$ cat src/rtl/tx_irq_pkg.sv
package tx_irq_pkg;
  // Width of the raw cause vector and the position of each cause in it.
  localparam int RAW_W     = 7;
  localparam int UNDR_IDX  = 0;
  localparam int TXREQ_IDX = 1;
  localparam int DONE_IDX  = 2;
  localparam int USED_W    = 3;

  // Strobes from the control half to the datapath half.
  typedef struct packed {
    logic setUndr;
    logic clrUndr;
  } undrCmd_t;
endpackage

$ cat src/rtl/tx_irq_ctrl.sv
module tx_irq_ctrl
  import tx_irq_pkg::*;
#(
  parameter int DATA_W       = 32,
  parameter int CLR_UNDR_BIT = 0
) (
  input  logic              underrunPulse,
  input  logic              clrWe,
  input  logic [DATA_W-1:0] clrData,
  output undrCmd_t          cmd
);
  // Decode the write-one-to-clear command. The clear is given priority
  // here, so the datapath never sees both strobes together.
  logic clrHit;

  always_comb begin
    clrHit      = clrWe && clrData[CLR_UNDR_BIT];
    cmd.clrUndr = clrHit;
    cmd.setUndr = underrunPulse && !clrHit;
  end
endmodule

$ cat src/rtl/tx_irq_datapath.sv
module tx_irq_datapath
  import tx_irq_pkg::*;
#(
  parameter int DATA_W = 32
) (
  input  logic              clk,
  input  logic              rstN,
  input  undrCmd_t          cmd,
  input  logic              halfEmpty,
  input  logic              fifoEmpty,
  input  logic              txBusy,
  input  logic [RAW_W-1:0]  intEnable,
  output logic [RAW_W-1:0]  rawStatus,
  output logic [DATA_W-1:0] allInts,
  output logic              irqOut
);
  localparam int PAD_W = DATA_W - RAW_W;

  logic stHalf, stEmpty, stBusy, undrQ, irqQ;
  logic [RAW_W-1:0] rawVec;

  // Registered copies of the FIFO status levels.
  always_ff @(posedge clk) begin
    if (!rstN) begin
      stHalf  <= 1'b0;
      stEmpty <= 1'b0;
      stBusy  <= 1'b0;
    end else begin
      stHalf  <= halfEmpty;
      stEmpty <= fifoEmpty;
      stBusy  <= txBusy;
    end
  end

  // Sticky underrun flag. The control half never raises both strobes
  // together, so the order of these branches is only a fallback.
  always_ff @(posedge clk) begin
    if (!rstN) begin
      undrQ <= 1'b0;
    end else if (cmd.clrUndr) begin
      undrQ <= 1'b0;
    end else if (cmd.setUndr) begin
      undrQ <= 1'b1;
    end
  end

  // Raw causes. Bits above the used ones are tied low.
  always_comb begin
    rawVec            = '0;
    rawVec[UNDR_IDX]  = undrQ;
    rawVec[TXREQ_IDX] = stHalf;
    rawVec[DONE_IDX]  = stEmpty && !stBusy;
  end

  genvar gi;
  generate
    for (gi = 0; gi < RAW_W; gi++) begin : g_raw
      if (gi < USED_W) begin : g_used
        assign rawStatus[gi] = rawVec[gi];
      end else begin : g_rsvd
        assign rawStatus[gi] = 1'b0;
      end
    end
  endgenerate

  // Registered masked request, so the line carries no glitches.
  always_ff @(posedge clk) begin
    if (!rstN) irqQ <= 1'b0;
    else       irqQ <= |(rawStatus & intEnable);
  end

  assign irqOut  = irqQ;
  assign allInts = {{PAD_W{1'b0}}, rawStatus};
endmodule

$ cat src/rtl/tx_irq_status.sv
module tx_irq_status
  import tx_irq_pkg::*;
#(
  parameter int DATA_W       = 32,
  parameter int CLR_UNDR_BIT = 0
) (
  input  logic              clk,
  input  logic              rstN,
  input  logic              underrunPulse,
  input  logic              halfEmpty,
  input  logic              fifoEmpty,
  input  logic              txBusy,
  input  logic [6:0]        intEnable,
  input  logic              clrWe,
  input  logic [DATA_W-1:0] clrData,
  output logic [6:0]        rawStatus,
  output logic [DATA_W-1:0] allInts,
  output logic              irqOut
);
  undrCmd_t cmd;

  tx_irq_ctrl #(.DATA_W(DATA_W), .CLR_UNDR_BIT(CLR_UNDR_BIT)) ctrl_i (
    .underrunPulse(underrunPulse),
    .clrWe        (clrWe),
    .clrData      (clrData),
    .cmd          (cmd)
  );

  tx_irq_datapath #(.DATA_W(DATA_W)) dp_i (
    .clk      (clk),
    .rstN     (rstN),
    .cmd      (cmd),
    .halfEmpty(halfEmpty),
    .fifoEmpty(fifoEmpty),
    .txBusy   (txBusy),
    .intEnable(intEnable),
    .rawStatus(rawStatus),
    .allInts  (allInts),
    .irqOut   (irqOut)
  );
endmodule

$ cat config.mk
export PLATFORM = sky130hd
export DESIGN_NAME = tx_irq_status
export DESIGN_NICKNAME = d
export VERILOG_FILES = /design/src/rtl/tx_irq_pkg.sv /design/src/rtl/tx_irq_ctrl.sv /design/src/rtl/tx_irq_datapath.sv /design/src/rtl/tx_irq_status.sv
export SDC_FILE = /design/constraint.sdc
export NUM_CORES = 1
export LEC_CHECK = 0
export BUFFER_PORTS_ARGS = -buffer_cell sky130_fd_sc_hd__buf_2
export CAP_MARGIN = 10
export CORE_ASPECT_RATIO = 1.2
export CORE_UTILIZATION = 27
export CTS_BUF_LIST = sky130_fd_sc_hd__clkbuf_8 sky130_fd_sc_hd__clkbuf_16
export CTS_CLUSTER_SIZE = 30
export DETAILED_ROUTE_END_ITERATION = 7
export GPL_TIMING_DRIVEN = 0
export PLACE_DENSITY = 0.85
export SLEW_MARGIN = 20
export SYNTH_ARGS = -nofsm -noshare
export SYNTH_HDL_FRONTEND = slang
export SYNTH_SLANG_ARGS = --single-unit
$ cat constraint.sdc
create_clock -name clk -period 1.5 [get_ports clk]
set_clock_uncertainty 0.2 [all_clocks]
set_input_delay 0.15 -clock clk [delete_from_list [all_inputs] [get_ports clk]]
set_output_delay 0.15 -clock clk [all_outputs]
set_load 0.02 [all_outputs]
==> results.json <==
{
  "initial_core_util": 0.299,
  "whs_ns": 0.0294,
  "ys_seq_area_frac": 0.223,
  "pre_cts_slack_ns": 0.377,
  "setup_violations": 0,
  "tns_ns": 0,
  "cts_resized": 0,
  "dp_hpwl_um": 657,
  "gr-total-overflow": 0,
  "r2r_setup_slack_ns": 0.60,
  "reg2reg_depth": 2,
  "fmax_ghz": 0.739,
  "num_vias": 396,
  "grt_max_degree": 6,
  "antenna_found_initial": 0,
  "track_usage": 0.0958,
  "tritoncts": "built",
  "p_total_w": 0.000603,
  "hold_depth": 3,
  "use_met1": 0.0700,
  "place_inst": 119,
  "clkSinkCount": 5,
  "fp.dieArea_um2": 1830,
  "layout_commonest_cell": "buf_4",
  "crit_family": "flip-flops",
  "finalNonFillerCells": 131,
  "first_pass_iters": 2,
  "grt_pass1_vias": 261,
  "ff_latch_area_um2": 100,
  "hp-start": "intEnable[1]",
  "multi_input_area_um2": 184,
  "drtAntennaViolNets": 0,
  "detail_route.wl_per_cell_um": 6.02,
  "power_density_nw_per_um2": 753,
  "drc": 0,
  "cp-endpoint": "rawStatus[2]",
  "hold_violations": 0,
  "yosysUniqueCellTypes": 10,
  "ys.warnings.count": 0,
  "min_period_ns": 1.35,
  "n_fill_cell": 158,
  "cts_buffers": 3,
  "fp.dieH_um": 46.7,
  "fin_crit_sh": 0.902,
  "critical_path.startpoint": "dp_i.stBusy$_SDFF_PN0_",
  "worst_r2r_endpoint": "dp_i.irqOut$_SDFF_PN0_",
  "gp_congestion": 0.700,
  "h-tree-depth": 1,
  "rsz0062_at_grt": "false",
  "cts.path.max_buffers": 2,
  "crit_arrival_ns": 1.00,
  "clk_pin_slew_ns": 0.04,
  "clk_latency_ns": 0.22,
  "clk_root_buffer_cell": "clkbuf_8",
  "worst_setup_path_start_kind": "register",
  "drtIter0Drc": 1,
  "cp_cell_sequence": "and2b_2, buf_4, buf_2",
  "vdd_drop_max_v": 0.000374,
  "routed_wl_um": 789,
  "grt_pass1_wl_um": 1030,
  "synthToLayoutAreaGrowth_pct": 78.3,
  "max-cap-violations": 0,
  "synth-seq-cells": 5,
  "io-pin-count": 86,
  "worst_slack_ns": 0.147,
  "grtUsageMet3": 0.0483,
  "final_nets": 161,
  "avgSynthCellArea_um2": 8.48,
  "status": "completed",
  "power_leakage_nw": 0.510,
  "path_class": "register to primary output",
  "hold_class": "input port to register",
  "cp.required_ns": 1.15,
  "busiest_layer": "met2",
  "crit_buf_inv": 2,
  "use_met2": 0.153,
  "num_rows": 15,
  "finalMaxSlewViolations": 0,
  "synthCells": 53,
  "diodes": 0,
  "cp-end-kind": "primary output",
  "critPathSlowestCell": "dfxtp_1",
  "port_buffers": 17,
  "synthesis.area_um2": 449,
  "final_cell_mix": "buf_4, conb_1, buf_2, dlygate4sd3_1, dfxtp_1",
  "crit_fanout": 2,
  "die_w_um": 39.2,
  "rr_startpoint": "dp_i.undrQ$_SDFFE_PP0P_",
  "layout-drive-gt1-share": 0.518,
  "crit_cells": 3,
  "core_um2": 1500,
  "cpPeakStageDelay_ns": 0.30,
  "post_drt_via_cell_ratio": 3.02
}
per-stage QoR:
step / utilization / instance area (um2)
6_report: 0.533 / 801
5_1_grt: 0.533 / 801
4_1_cts: 0.533 / 801
3_5_place_dp: 0.450 / 676
3_3_place_gp: 0.450 / 676
2_1_floorplan: - / 569
power breakdown:
part           leakage (nW)  switching (W)  internal (W)  total [W]
clock network        0.0269      0.0000655      0.000175   0.000241
logic                 0.442       0.000113      0.000102   0.000215
registers            0.0416     0.00000457      0.000142   0.000146
total                 0.510       0.000183      0.000420   0.000603
synthesized netlist by cell type, drive strengths merged:
cell / count / share of area
and2: 3 / 0.042
dfxtp: 5 / 0.22
buf: 38 / 0.64
and2b: 1 / 0.020
conb: 1 / 0.0083
a21oi: 1 / 0.011
a22oi: 1 / 0.017
a21boi: 1 / 0.017
nand3b: 1 / 0.017
o21ai: 1 / 0.011
registers in the layout, summed over array words and instances (netlist names):
signal        count
dp_i.irqOut       1
dp_i.stBusy       1
dp_i.stEmpty      1
dp_i.stHalf       1
dp_i.undrQ        1
worst min path at each step:
stage	to	slack, ns
final	dp_i.irqOut$_SDFF_PN0_	0.03
after global routing	dp_i.irqOut$_SDFF_PN0_	0.06
after CTS	dp_i.irqOut$_SDFF_PN0_	0.03
after detailed placement	dp_i.undrQ$_SDFFE_PP0P_	0.13
after global placement	dp_i.undrQ$_SDFFE_PP0P_	0.12
after floorplan	dp_i.undrQ$_SDFFE_PP0P_	0.04
area by class of cell:
type,count,area share
Buffer,38,0.356
Sequential cell,5,0.125
Clock buffer,3,0.0516
Timing Repair Buffer,25,0.206
Clock inverter,1,0.00469
Multi-Input combinational cell,42,0.230
Tap cell,17,0.0266
metal layers:
metal | vias up | share of wire
met5 | - | 0
met4 | 0 | 0.048
met3 | 4 | 0.20
met2 | 39 | 0.46
met1 | 139 | 0.29
li1 | 214 | -
kinds of logic after synthesis:
| family | share of synthesized area |
|---|---|
| other | 0.00835 |
| AO/OA/AOI/OAI | 0.0557 |
| flip-flops | 0.223 |
| buffers and inverters | 0.635 |
| AND/OR/NAND/NOR | 0.0780 |
repair_timing:
action | CTS | global route
setup buffers | 0 | 0
endpoints found under the hold margin | 5 | 0
hold buffers | 8 | 0
tightest hold or removal path: cells and delay by family:
| kind | cells | cell delay (ns) |
|---|---|---|
| buf+inv | 1 | 0.07 |
| compound gates | 2 | 0.18 |
Note: power is estimated with default switching activity, not from simulation.
